[config.mk]
export PLATFORM = sky130hd
export DESIGN_NAME = psw_start_seq
export DESIGN_NICKNAME = d
export VERILOG_FILES = /design/src/rtl/psw_pkg.sv /design/src/rtl/psw_sync.sv /design/src/rtl/psw_qualify.sv /design/src/rtl/psw_seq_fsm.sv /design/src/rtl/psw_start_seq.sv
export SDC_FILE = /design/constraint.sdc
export NUM_CORES = 1
export LEC_CHECK = 0
export BUFFER_PORTS_ARGS = -buffer_cell sky130_fd_sc_hd__buf_2
export CAP_MARGIN = 0
export CELL_PAD_IN_SITES_DETAIL_PLACEMENT = 2
export CELL_PAD_IN_SITES_GLOBAL_PLACEMENT = 2
export CORE_MARGIN = 1
export CORE_UTILIZATION = 39
export CTS_CLUSTER_SIZE = 24
export DETAILED_ROUTE_END_ITERATION = 10
export PLACE_DENSITY_LB_ADDON = 0.1
export SYNTH_ARGS = -nofsm -noshare
export SYNTH_HDL_FRONTEND = slang
export SYNTH_SLANG_ARGS = --single-unit
[constraint.sdc]
create_clock -name clk -period 3.4 [get_ports clk]
set_input_delay 0.34 -clock clk [delete_from_list [all_inputs] [get_ports clk]]
set_output_delay 0.34 -clock clk [all_outputs]
set_load 0.02 [all_outputs]
[src/rtl/psw_pkg.sv]
package psw_pkg;
  typedef enum logic [2:0] {
    ST_OFF   = 3'd0,
    ST_DEB   = 3'd1,
    ST_GATE  = 3'd2,
    ST_START = 3'd3,
    ST_RUN   = 3'd4
  } seq_state_e;

  typedef enum logic [1:0] {
    LIM_LATCH = 2'd0,
    LIM_RETRY = 2'd1,
    LIM_CONT  = 2'd2
  } lim_mode_e;

  localparam logic [1:0] MULT_1X = 2'd0;

  function automatic lim_mode_e decode_mode(input logic [1:0] pins);
    if (pins[1])      return LIM_CONT;
    else if (pins[0]) return LIM_RETRY;
    else              return LIM_LATCH;
  endfunction
endpackage

[src/rtl/psw_sync.sv]
module psw_sync #(
  parameter int WIDTH = 1
) (
  input  logic             clk,
  input  logic             rst_n,
  input  logic [WIDTH-1:0] d,
  output logic [WIDTH-1:0] q
);
  logic [WIDTH-1:0] meta_q, sync_q;

  always_ff @(posedge clk) begin
    if (!rst_n) begin
      meta_q <= '0;
      sync_q <= '0;
    end else begin
      meta_q <= d;
      sync_q <= meta_q;
    end
  end

  assign q = sync_q;
endmodule

[src/rtl/psw_qualify.sv]
module psw_qualify (
  input  logic clk,
  input  logic rst_n,
  input  logic uv_ok,
  input  logic ov_hit,
  input  logic en_hv,
  input  logic en_lv,
  input  logic latch_set,
  output logic qual,
  output logic latched
);
  logic hv_d, lv_d, uv_d, latched_q, clr_evt, en_allowed;

  assign en_allowed = !(en_hv && !en_lv);
  assign clr_evt    = (hv_d != en_hv) || (lv_d != en_lv) || (uv_d && !uv_ok);

  always_ff @(posedge clk) begin
    if (!rst_n) begin
      hv_d      <= 1'b0;
      lv_d      <= 1'b0;
      uv_d      <= 1'b0;
      latched_q <= 1'b0;
    end else begin
      hv_d <= en_hv;
      lv_d <= en_lv;
      uv_d <= uv_ok;
      if (clr_evt)        latched_q <= 1'b0;
      else if (latch_set) latched_q <= 1'b1;
    end
  end

  assign qual    = uv_ok && !ov_hit && en_allowed && !latched_q;
  assign latched = latched_q;
endmodule

[src/rtl/psw_seq_fsm.sv]
module psw_seq_fsm #(
  parameter int         DEB_TICKS  = 1200,
  parameter int         GATE_TICKS = 200,
  parameter int         STI_TICKS  = 24000,
  parameter int         STO_TICKS  = 1200000,
  parameter logic [1:0] BOOST_CODE = 2'd0
) (
  input  logic       clk,
  input  logic       rst_n,
  input  logic       qual,
  input  logic       out_uv,
  input  logic       charged,
  input  logic [1:0] sel_pins,
  output logic       sw_on,
  output logic [1:0] ilim_mult,
  output logic       start_done,
  output logic [1:0] lim_mode,
  output logic       latch_set
);
  import psw_pkg::*;

  localparam int MAX_A = (DEB_TICKS > GATE_TICKS) ? DEB_TICKS : GATE_TICKS;
  localparam int MAX_B = (STI_TICKS > STO_TICKS) ? STI_TICKS : STO_TICKS;
  localparam int MAX_T = (MAX_A > MAX_B) ? MAX_A : MAX_B;
  localparam int CW    = $clog2(MAX_T + 1);
  localparam logic [CW-1:0] DEB_LAST  = CW'(DEB_TICKS - 1);
  localparam logic [CW-1:0] GATE_LAST = CW'(GATE_TICKS - 1);
  localparam logic [CW-1:0] STO_LAST  = CW'(STO_TICKS - 1);
  localparam logic [CW-1:0] STI_END   = CW'(STI_TICKS);

  seq_state_e    st_q, st_d;
  logic [CW-1:0] cnt_q, cnt_d;
  logic          go_run, tmo, done_q;
  lim_mode_e     mode_q;

  always_comb begin
    st_d   = st_q;
    cnt_d  = cnt_q + 1'b1;
    go_run = 1'b0;
    tmo    = 1'b0;
    case (st_q)
      ST_OFF: begin
        cnt_d = '0;
        if (qual) st_d = out_uv ? ST_GATE : ST_DEB;
      end
      ST_DEB: begin
        if (!qual) begin
          st_d = ST_OFF; cnt_d = '0;
        end else if (cnt_q == DEB_LAST) begin
          st_d = ST_GATE; cnt_d = '0;
        end
      end
      ST_GATE: begin
        if (!qual) begin
          st_d = ST_OFF; cnt_d = '0;
        end else if (cnt_q == GATE_LAST) begin
          st_d = ST_START; cnt_d = '0;
        end
      end
      ST_START: begin
        if (!qual) begin
          st_d = ST_OFF; cnt_d = '0;
        end else if (charged) begin
          st_d = ST_RUN; go_run = 1'b1; cnt_d = '0;
        end else if (cnt_q == STO_LAST) begin
          st_d = ST_OFF; tmo = 1'b1; cnt_d = '0;
        end
      end
      ST_RUN: begin
        cnt_d = '0;
        if (!qual) st_d = ST_OFF;
      end
      default: begin
        st_d = ST_OFF; cnt_d = '0;
      end
    endcase
  end

  always_ff @(posedge clk) begin
    if (!rst_n) begin
      st_q   <= ST_OFF;
      cnt_q  <= '0;
      done_q <= 1'b0;
      mode_q <= LIM_CONT;
    end else begin
      st_q   <= st_d;
      cnt_q  <= cnt_d;
      done_q <= go_run;
      if (go_run)             mode_q <= decode_mode(sel_pins);
      else if (st_d != ST_RUN) mode_q <= LIM_CONT;
    end
  end

  assign sw_on      = (st_q == ST_START) || (st_q == ST_RUN);
  assign ilim_mult  = ((st_q == ST_START) && (cnt_q < STI_END)) ? BOOST_CODE : MULT_1X;
  assign start_done = done_q;
  assign lim_mode   = mode_q;
  assign latch_set  = tmo;
endmodule

[src/rtl/psw_start_seq.sv]
module psw_start_seq #(
  parameter int         DEB_TICKS  = 1200,
  parameter int         GATE_TICKS = 200,
  parameter int         STI_TICKS  = 24000,
  parameter int         STO_TICKS  = 1200000,
  parameter logic [1:0] BOOST_CODE = 2'd0
) (
  input  logic       clk,
  input  logic       rst_n,
  input  logic       in_above_uv,
  input  logic       in_above_ov,
  input  logic       out_above_uv,
  input  logic       out_charged,
  input  logic       en_hv,
  input  logic       en_lv,
  input  logic [1:0] lim_sel,
  output logic       sw_on,
  output logic [1:0] ilim_mult,
  output logic       start_done,
  output logic       latched_off,
  output logic [1:0] lim_mode
);
  localparam int NSYNC = 8;

  logic [NSYNC-1:0] raw_w, syn_w;
  logic             qual_w, latch_set_w;

  assign raw_w = {lim_sel, en_lv, en_hv, out_charged, out_above_uv, in_above_ov, in_above_uv};

  psw_sync #(.WIDTH(NSYNC)) u_sync (
    .clk(clk), .rst_n(rst_n), .d(raw_w), .q(syn_w)
  );

  psw_qualify u_qual (
    .clk(clk), .rst_n(rst_n),
    .uv_ok(syn_w[0]), .ov_hit(syn_w[1]),
    .en_hv(syn_w[4]), .en_lv(syn_w[5]),
    .latch_set(latch_set_w),
    .qual(qual_w), .latched(latched_off)
  );

  psw_seq_fsm #(
    .DEB_TICKS(DEB_TICKS), .GATE_TICKS(GATE_TICKS),
    .STI_TICKS(STI_TICKS), .STO_TICKS(STO_TICKS),
    .BOOST_CODE(BOOST_CODE)
  ) u_fsm (
    .clk(clk), .rst_n(rst_n),
    .qual(qual_w), .out_uv(syn_w[2]), .charged(syn_w[3]),
    .sel_pins(syn_w[7:6]),
    .sw_on(sw_on), .ilim_mult(ilim_mult), .start_done(start_done),
    .lim_mode(lim_mode), .latch_set(latch_set_w)
  );
endmodule

==> impl_metrics.yaml, run 1 <==
routing:
  drc: 0
  drt_iter0_drc: 85
  vias: 1443
  avgRoutedWirePerCell_um: 15.0
  wirelength_um: 4190
  ant_nets: 0
  dr.pass1.iters: 4
  routed_via_density: 5.15
critical_path:
  arrival_ns: 2.51
  startpoint_type: "register"
  critPathRequiredTime_ns: 3.54
  crit_type: "reg2reg"
  end_kind: "register"
  path_max_fanout: 21
cts:
  cts.reportedPaths.clkPinSlew_ns: 0.09
  h-tree-depth: 2
  holdBufCountCts: 0
  cts_resized: 0
  post_cts_buffers: 0
  cts_buffers: 5
  worst_skew_pair.late_latency_ns: 0.30
  numClockSinks: 47
  cts_tree: "done"
  cts.path.max_buffers: 2
  cts_root_buf: "clkbuf_8"
floorplanning:
  die_area_um2: 5220
  dieWidth_um: 72.2
  rows: 25
  start_util: 0.407
  design.core.area_um2: 4720
  pin_count: 17
  die_y_um: 72.2
placed_design:
  globalplace.congestion: 0.762
  dpl.cell_count: 272
  port_buffers: 14
  placed_cell_area_um2: 2020
  dp_hpwl_um: 3020
sta:
  skew_ns: 0.0146
  final_hold_viol_count: 0
  slew_violations: 0
  rsz0062_at_grt: "false"
  setup_viol: 0
  post-route-period-util: 0.696
  fmaxAchievable_ghz: 0.423
  min_period_ns: 2.37
  relSlewSlack: 0.453
  fin_tns_setup_ns: 0
  tightest_slew_ns: 0.821
power:
  ir_drop_uv: 251
  leakagePower_nw: 0.715
  p_per_area_nw_per_um2: 442
synthesis:
  synth_top_family_by_area: "simple AND/OR/NAND/NOR gates"
  yosys.area_share.simple: 0.308
  synth_seq_cells: 47
  syn_inst: 201
  synth_edf_count: 0
  synth_compound_area_frac: 0.0592
  ys_async_sr_fraction: 0
  ys.flop_type: "dfxtp_1"
  synth_xor_area_frac: 0.0956
  yosysWarnings: 0
  seq_area_frac_synth: 0.489
  ys_types: 41
  syn-cell-area_um2: 1920
  synth_area_per_cell_um2: 9.57
  synthAdderAreaFrac: 0.00651
  synth_mux_area_frac: 0
finish:
  area_growth_pct: 9.50
  nets: 223
  layout.cells.non_filler: 280
  diodes: 0
  layout-drive-gt1-share: 0.136
  fin_area_um2: 2110
global_route:
  overflow: 0
  grt_max_degree: 22
  antenna_found_initial: 0
  grt_pass1_vias: 1609
  grt_pass1_wl_um: 7310
  grt_util_all_layers: 0.183
min_path:
  hp-class: "in2reg"
status:
  status: "finished clean"
flow_run:
  cap_violations: 0
[power by group]
group	total, W	internal [W]	switching, W
clock	0.000342	0.000148	0.000194
sequential	0.000564	0.000560	0.00000394
combinational	0.0000242	0.0000107	0.0000135
total	0.000930	0.000719	0.000212
[cells in the final DEF (no fill, tap or decap), drive strengths merged, types with 2 or more instances in the layout]
cell	netlist	routed
o21ai	3	3
buf	4	14
nor2	12	12
nand4	3	3
nand4b	2	2
xnor2	8	8
conb	1	2
nand2b	2	2
dfxtp	47	47
clkbuf	7	6
nor4b	3	3
nand2	11	11
nor4	7	7
and3	2	2
nand3	13	13
inv	3	4
or3	3	3
xor2	13	13
and2	19	19
nor3	22	22
[registers in the layout (all words and copies together), names as in the netlist, 2 cells and up]
name	count
u_sync.q	8
u_fsm.cnt_q	21
u_fsm.lim_mode	2
u_sync.meta_q	8
u_fsm.st_q	3
[final timing paths]
| check | from | end | slack [ns] | cells after the start |
|---|---|---|---|---|
| worst min register to register | u_sync.meta_q[0] | u_sync.q[0] | 0.44 | 1 |
| worst max-delay path | u_fsm.cnt_q[0] | u_fsm.cnt_q[10] | 1.03 | 6 |
| worst max register to register | u_fsm.cnt_q[0] | u_fsm.cnt_q[10] | 1.03 | 6 |
| worst min-delay path | en_lv | u_sync.meta_q[5] | 0.24 | 2 |
[cells by family (layout without fill, tap and decap cells)]
logic type / count (synthesis) / after routing
adder cells (fa/ha/maj): 1 / 1
flip-flops: 47 / 47
XOR/XNOR: 21 / 21
AO/OA/AOI/OAI: 13 / 13
buffers and inverters: 14 / 25
AND/OR/NAND/NOR: 104 / 104
other: 1 / 2
[cells in the mapped netlist, drive strengths merged (3+ instances only)]
cell,number,area share
nor4,7,0.023
o21ai,3,0.0078
nand2,11,0.021
nand4,3,0.013
inv,3,0.0059
xor2,13,0.059
nor4b,3,0.014
nor2,12,0.023
nor3,22,0.062
or3,3,0.012
dfxtp,47,0.49
nand3,13,0.036
clkbuf,7,0.014
and2,19,0.062
xnor2,8,0.036
buf,4,0.020
[layer usage]
layer	up-vias	track usage	share of wire
li1	711	-	-
met1	706	0.210	0.45
met2	22	0.325	0.51
met3	4	0.0500	0.033
met4	0	0.0632	0.0074
met5	-	0	0
[critical path: stages, from the launching register on]
cell,delay (ns)
dfxtp_1,0.38
ha_1,0.24
nor4b_1,0.31
nand4_1,0.21
nor4_1,0.40
o311a_2,0.54
nor3_1,0.12
[stage by stage]
stage	hold slack, ns	setup slack (ns)	utilization	power (W)
floorplan	0.412	1.46	-	0.000595
global placement	0.414	1.13	0.427	0.000600
detailed placement	0.421	1.05	0.427	0.000602
CTS	0.237	1.02	0.446	0.000944
global route	0.235	0.839	0.446	0.000965
finish	0.245	1.03	0.446	0.000930
[cell type report]
type / instances / area (um2)
sequential: 47 / 941
clock inverter: 2 / 16.3
inverter: 3 / 11.3
fill: 517 / 2620
clock buffer: 6 / 72.6
tap: 67 / 83.8
multi-input combinational: 141 / 911
timing repair buffer: 14 / 70.1
Power figures use the tool's default switching activity.
==> inputs of run 2 (changes only) <==
--- a/config.mk
+++ b/config.mk
@@ -5,12 +5,13 @@
 export SDC_FILE = /design/constraint.sdc
 export NUM_CORES = 1
 export LEC_CHECK = 0
+export ABC_AREA = 1
 export BUFFER_PORTS_ARGS = -buffer_cell sky130_fd_sc_hd__buf_2
 export CAP_MARGIN = 0
 export CELL_PAD_IN_SITES_DETAIL_PLACEMENT = 2
 export CELL_PAD_IN_SITES_GLOBAL_PLACEMENT = 2
 export CORE_MARGIN = 1
-export CORE_UTILIZATION = 39
+export CORE_UTILIZATION = 30
 export CTS_CLUSTER_SIZE = 24
 export DETAILED_ROUTE_END_ITERATION = 10
 export PLACE_DENSITY_LB_ADDON = 0.1
==> constraint.sdc (replaced) <==
create_clock -name clk -period 2 [get_ports clk]
set_input_delay 0.2 -clock clk [delete_from_list [all_inputs] [get_ports clk]]
set_output_delay 0.2 -clock clk [all_outputs]
set_load 0.02 [all_outputs]
==> run 2 against run 1 <==
- routed wire length up 52%
- clock power grew 83%
- first-iteration DRC count decreased by 19%
- hold slack got worse by 0.17 ns
- worst setup slack worse by 0.76 ns
- utilization is 9.6 points lower
- sequential share of layout area is 8.4 points lower
- clock skew shrank 0.0033 ns
- sequential power grew 70%
- via count increased by 44%
==> impl_metrics.yaml, run 2 <==
synthesis:
  ys_types: 30
  synth_edf_count: 0
  synth_common_cells: "65 x nand2_1, 53 x inv_1, 51 x nor2_1, 47 x dfxtp_1, 22 x nand3_1"
  synth_largest_area_cell: "dfxtp_1"
  yosysMostFrequentCell: "nand2_1"
  synth_seq_cells: 47
  synth_top_area_share: 0.401
  ys.flop_type: "dfxtp_1"
  yosys-top-cells-area: "dfxtp_1 40%, nand2_1 10%, inv_1 8.5%"
  yosysWarnings: 0
  seq_area_frac_synth: 0.401
  synth_area_per_cell_um2: 7.04
  ys_async_sr_fraction: 0
  syn_inst: 333
  syn-cell-area_um2: 2340
critical_path:
  ff2ff_setup_slack_ns: 0.28
  r2r-end: "u_fsm.cnt_q[11]"
  end_kind: "register"
  startpoint_type: "register"
  critPathRequiredTime_ns: 2.21
  crit_type: "reg2reg"
  r2r-start: "u_fsm.cnt_q[0]"
  worst_r2r_path_depth: 8
  path_max_fanout: 15
  arrival_ns: 1.93
cts:
  cts.reportedPaths.clkPinSlew_ns: 0.10
  post_cts_buffers: 0
  cts_buffers: 5
  cts_tree: "done"
  cts_resized: 0
  cts.path.max_buffers: 2
  worst_skew_pair.late_latency_ns: 0.31
  h-tree-depth: 2
  holdBufCountCts: 0
  numClockSinks: 47
  cts_root_buf: "clkbuf_8"
power:
  p_per_area_nw_per_um2: 637
  ir_drop_uv: 242
  leakagePower_nw: 1.14
routing:
  avgRoutedWirePerCell_um: 14.2
  vias: 2080
  wirelength_um: 6370
  ant_nets: 0
  dr.pass1.iters: 5
  routed_via_density: 4.62
  drc: 0
  drt_iter0_drc: 69
finish:
  multi_input_area_um2: 1140
  diodes: 0
  nets: 361
  fill_cells: 912
  area_growth_pct: 10.7
  regArea_um2: 941
  layout_commonest_cell: "nand2_1"
  largest_reg_flops: 21
  regMostFlops: "u_fsm.cnt_q"
  layout_common_cells: "65 x nand2_1, 53 x inv_1, 51 x nor2_1"
  layout-drive-gt1-share: 0.171
global_route:
  top_usage_layer: "met2"
  grt_util_all_layers: 0.171
  grt_pass1_wl_um: 10900
  grtUsageMet1: 0.196
  antenna_found_initial: 0
  grt_pass1_vias: 2248
  grt_use_met3: 0.0311
  met2_usage: 0.318
  overflow: 0
  grt_max_degree: 22
status:
  status: "finished clean"
min_path:
  hp-class: "in2reg"
  whs_path_depth: 3
  whs_endpoint: "u_sync.meta_q[2]"
  min-delay-start: "out_above_uv"
floorplanning:
  die_y_um: 90.4
  pin_count: 17
  design.core.area_um2: 7410
  die_area_um2: 8170
  start_util: 0.316
  rows: 31
  dieWidth_um: 90.4
sta:
  hold-worst-slack_ns: 0.0699
  rsz0062_at_grt: "false"
  min_period_ns: 1.72
  post-route-period-util: 0.861
  slew_violations: 0
  relSlewSlack: 0.550
  tightest_slew_ns: 0.669
  skew_ns: 0.0113
  fin_tns_setup_ns: 0
  setup_viol: 0
  fmaxAchievable_ghz: 0.580
  final_hold_viol_count: 0
placed_design:
  port_buffers: 14
  globalplace.congestion: 0.778
  dp_hpwl_um: 5020
flow_run:
  cap_violations: 0
==> run 2: cell count changes after synthesis, sizes merged, moves of 6 or more <==
cell   change
nor2      +56
nor3      -12
nand4      +8
nor4       -6
nand2     +61
o21ai      +6
and2      -19
inv       +57
nand3     +13
==> run 2: layout make-up <==
class | count | share of cell area
tap | 99 | 0.0477
sequential | 47 | 0.363
clock inverter | 3 | 0.00868
inverter | 60 | 0.0868
clock buffer | 5 | 0.0265
multi-input combinational | 221 | 0.438
timing repair buffer | 15 | 0.0299
==> run 2: critical path, cell delays in order (launching register included) <==
cell and delay (ns):
dfxtp_1 0.38, ha_1 0.25, nand3_2 0.17, nor2_1 0.19, nand3_2 0.11, nand2_2 0.11, nand3_4 0.15, nand2_8 0.18
nor2_1 0.07
==> run 2: worst max-delay path by stage <==
| stage | to | slack, ns | from | cells after the start |
|---|---|---|---|---|
| floorplan | u_fsm.cnt_q[7] | 0.49 | u_fsm.cnt_q[0] | 9 |
| global placement | u_fsm.cnt_q[20] | 0.22 | u_fsm.cnt_q[9] | 8 |
| detailed placement | u_fsm.cnt_q[20] | 0.17 | u_fsm.cnt_q[0] | 8 |
| CTS | u_fsm.cnt_q[18] | 0.16 | u_fsm.cnt_q[0] | 8 |
| global route | u_fsm.cnt_q[18] | 0.02 | u_fsm.cnt_q[0] | 8 |
| finish | u_fsm.cnt_q[11] | 0.28 | u_fsm.cnt_q[0] | 8 |
==> run 2: stage by stage <==
step,cell area (um2),total power (W),worst slack [ns],cells,utilization
after floorplan,2350,0.00103,0.485,334,-
after global placement,2490,0.00105,0.216,442,0.337
after detailed placement,2490,0.00105,0.168,442,0.337
after CTS,2590,0.00168,0.156,450,0.349
after global routing,2590,0.00173,0.0212,450,0.350
final,2590,0.00165,0.277,450,0.350
==> run 2: report_power, final <==
part | switching [W] | leakage [nW] | total [W] | internal, W
clock | 0.000373 | 0.0489 | 0.000627 | 0.000254
sequential | 0.00000821 | 0.382 | 0.000961 | 0.000953
combinational | 0.0000410 | 0.712 | 0.0000638 | 0.0000228
==> run 2: cells by family after synthesis <==
logic type,share of synthesized area
and+or+nand+nor,0.392
buffers and inverters,0.119
DFF,0.401
AOI/OAI and AO/OA,0.0390
xor gates and xnor gates,0.0411
adders and majority gates,0.00534
other,0.00160
==> run 2: layer usage <==
metal  vias up  wire length (um)
met2        24              3310
met3         7               150
met4         0               102
met5         -                 0
li1       1060                 -
met1       989              2810
==> inputs of run 3 (changes only) <==
--- a/config.mk
+++ b/config.mk
@@ -11,7 +11,7 @@
 export CELL_PAD_IN_SITES_DETAIL_PLACEMENT = 2
 export CELL_PAD_IN_SITES_GLOBAL_PLACEMENT = 2
 export CORE_MARGIN = 1
-export CORE_UTILIZATION = 30
+export CORE_UTILIZATION = 36
 export CTS_CLUSTER_SIZE = 24
 export DETAILED_ROUTE_END_ITERATION = 10
 export PLACE_DENSITY_LB_ADDON = 0.1
==> constraint.sdc (replaced) <==
create_clock -name clk -period 2.03 [get_ports clk]
set_input_delay 0.203 -clock clk [delete_from_list [all_inputs] [get_ports clk]]
set_output_delay 0.203 -clock clk [all_outputs]
set_load 0.02 [all_outputs]
==> run 3 against run 2 <==
- hold slack improved by 0.0020 ns
- via count up 0.87%
- clock-buffer cell count unchanged
- routed wire length fell by 2.1%
- first-iteration DRC count decreased by 23%
- sequential power fell by 1%
- register-to-register slack worse by 0.04 ns
- sequential share of layout area rose by 0.51 points
- total power shrank 2.6%
- utilization rose by 5.5 points
- critical path type unchanged
==> impl_metrics.yaml, run 3 (synthesis results as in run 2) <==
sta:
  rsz0062_at_grt: "false"
  slew_violations: 0
  fin_tns_setup_ns: 0
  setup_viol: 0
  skew_ns: 0.00501
  relSlewSlack: 0.662
  hold-worst-slack_ns: 0.0719
  post-route-period-util: 0.881
  min_period_ns: 1.79
  tightest_slew_ns: 0.504
  final_hold_viol_count: 0
  fmaxAchievable_ghz: 0.559
floorplanning:
  pin_count: 17
  die_y_um: 82.7
  die_area_um2: 6840
  rows: 29
  design.core.area_um2: 6310
  start_util: 0.371
  dieWidth_um: 82.7
finish:
  area_growth_pct: 9.18
  regMostFlops: "u_fsm.cnt_q"
  diodes: 0
  fill_cells: 798
  largest_reg_flops: 21
  layout_common_cells: "65 x nand2_1, 53 x inv_1, 51 x nor2_1"
  fin_area_um2: 2560
  layout_commonest_cell: "nand2_1"
  fin_util: 0.405
  layout-drive-gt1-share: 0.171
  nets: 361
critical_path:
  path_max_fanout: 15
  slowest_delay_ns: 0.38
  ff2ff_setup_slack_ns: 0.24
  crit_family: "simple AND/OR/NAND/NOR gates"
  critPathRequiredTime_ns: 2.23
  cp_slowest_cell: "dfxtp_1"
  r2r-start: "u_fsm.cnt_q[0]"
  end_kind: "register"
  critPathBufInv: 0
  arrival_ns: 1.98
  worst_r2r_path_depth: 8
  path_cells: "ha_1, nand3_2, nor2_1, nand3_2, nand2_2, nand3_4, nand2_4, nor2_1"
  startpoint_type: "register"
  crit_type: "reg2reg"
  r2r-end: "u_fsm.cnt_q[20]"
power:
  p_comb_frac: 0.039
  p_switching_w: 0.000398
  leakagePower_nw: 1.16
  ir_drop_uv: 306
  p_int_w: 0.00121
  p_clk_frac: 0.372
  p_seq_frac: 0.589
  switching_share: 0.247
  p_per_area_nw_per_um2: 629
routing:
  wirelength_um: 6240
  avgRoutedWirePerCell_um: 14.6
  routed_via_density: 4.90
  drc: 0
  dr.pass1.iters: 3
  drt_iter0_drc: 53
  ant_nets: 0
  vias: 2098
global_route:
  grt_util_all_layers: 0.197
  grt_pass1_vias: 2068
  grt_max_degree: 22
  overflow: 0
  antenna_found_initial: 0
  grt_pass1_wl_um: 9880
cts:
  cts_tree: "done"
  post_cts_buffers: 0
  cts_buffers: 5
  cts_resized: 0
  h-tree-depth: 2
  cts.path.max_buffers: 2
  numClockSinks: 47
  cts_root_buf: "clkbuf_8"
  cts.reportedPaths.clkPinSlew_ns: 0.10
  holdBufCountCts: 0
  worst_skew_pair.late_latency_ns: 0.30
min_path:
  whs_endpoint: "u_sync.meta_q[0]"
  whs_path_depth: 3
  min-delay-start: "in_above_uv"
  hp-class: "in2reg"
placed_design:
  globalplace.congestion: 0.789
  placed_cell_area_um2: 2470
  port_buffers: 14
  dp_hpwl_um: 5090
status:
  status: "finished clean"
flow_run:
  cap_violations: 0
[run 3: cell count changes in the layout (fill, tap and decap cells not counted)]
cell     previous run  this run
nand2_8             1         0
nand2_4             0         1
[run 3: worst max path at each step]
stage                    from               to  cells after the start
2_1_floorplan  u_fsm.cnt_q[0]   u_fsm.cnt_q[7]                      9
3_3_place_gp   u_fsm.cnt_q[0]  u_fsm.cnt_q[13]                      8
3_5_place_dp   u_fsm.cnt_q[0]  u_fsm.cnt_q[20]                      8
4_1_cts        u_fsm.cnt_q[0]  u_fsm.cnt_q[20]                      8
5_1_grt        u_fsm.cnt_q[0]  u_fsm.cnt_q[20]                      8
6_report       u_fsm.cnt_q[0]  u_fsm.cnt_q[20]                      8
[run 3: per-stage QoR]
step           std cells  power (W)  worst slack (ns)
2_1_floorplan        334    0.00101             0.515
3_3_place_gp         420    0.00103             0.292
3_5_place_dp         420    0.00103             0.215
4_1_cts              428    0.00164             0.196
5_1_grt              428    0.00169            0.0304
6_report             428    0.00161             0.241
[run 3: area by class of cell]
class / instances / area, um2 / area share
multi-input cells: 221 / 1130 / 0.441
repair buffers: 15 / 77.6 / 0.0303
well taps: 77 / 96.3 / 0.0377
flip-flops and latches: 47 / 941 / 0.368
clock buffers: 5 / 68.8 / 0.0269
clock inverters: 3 / 22.5 / 0.00880
inverters: 60 / 225 / 0.0880
[run 3: worst min-delay path: stages]
cell and delay, ns:
buf_2 0.07, nand2_1 0.04, inv_1 0.04
[run 3: layer usage]
layer / up-vias / GRT usage / wire length [um]
li1: 1050 / - / -
met1: 1022 / 0.219 / 2720
met2: 18 / 0.379 / 3340
met3: 8 / 0.0374 / 105
met4: 0 / 0.0483 / 72
met5: - / 0 / 0
[run 3: power by group through the flow]
stage	clock network, W	registers (W)	logic [W]
floorplan	0	0.000967	0.0000454
global placement	0	0.000968	0.0000606
detailed placement	0	0.000969	0.0000635
CTS	0.000628	0.000948	0.0000643
global route	0.000666	0.000950	0.0000709
finish	0.000599	0.000947	0.0000631
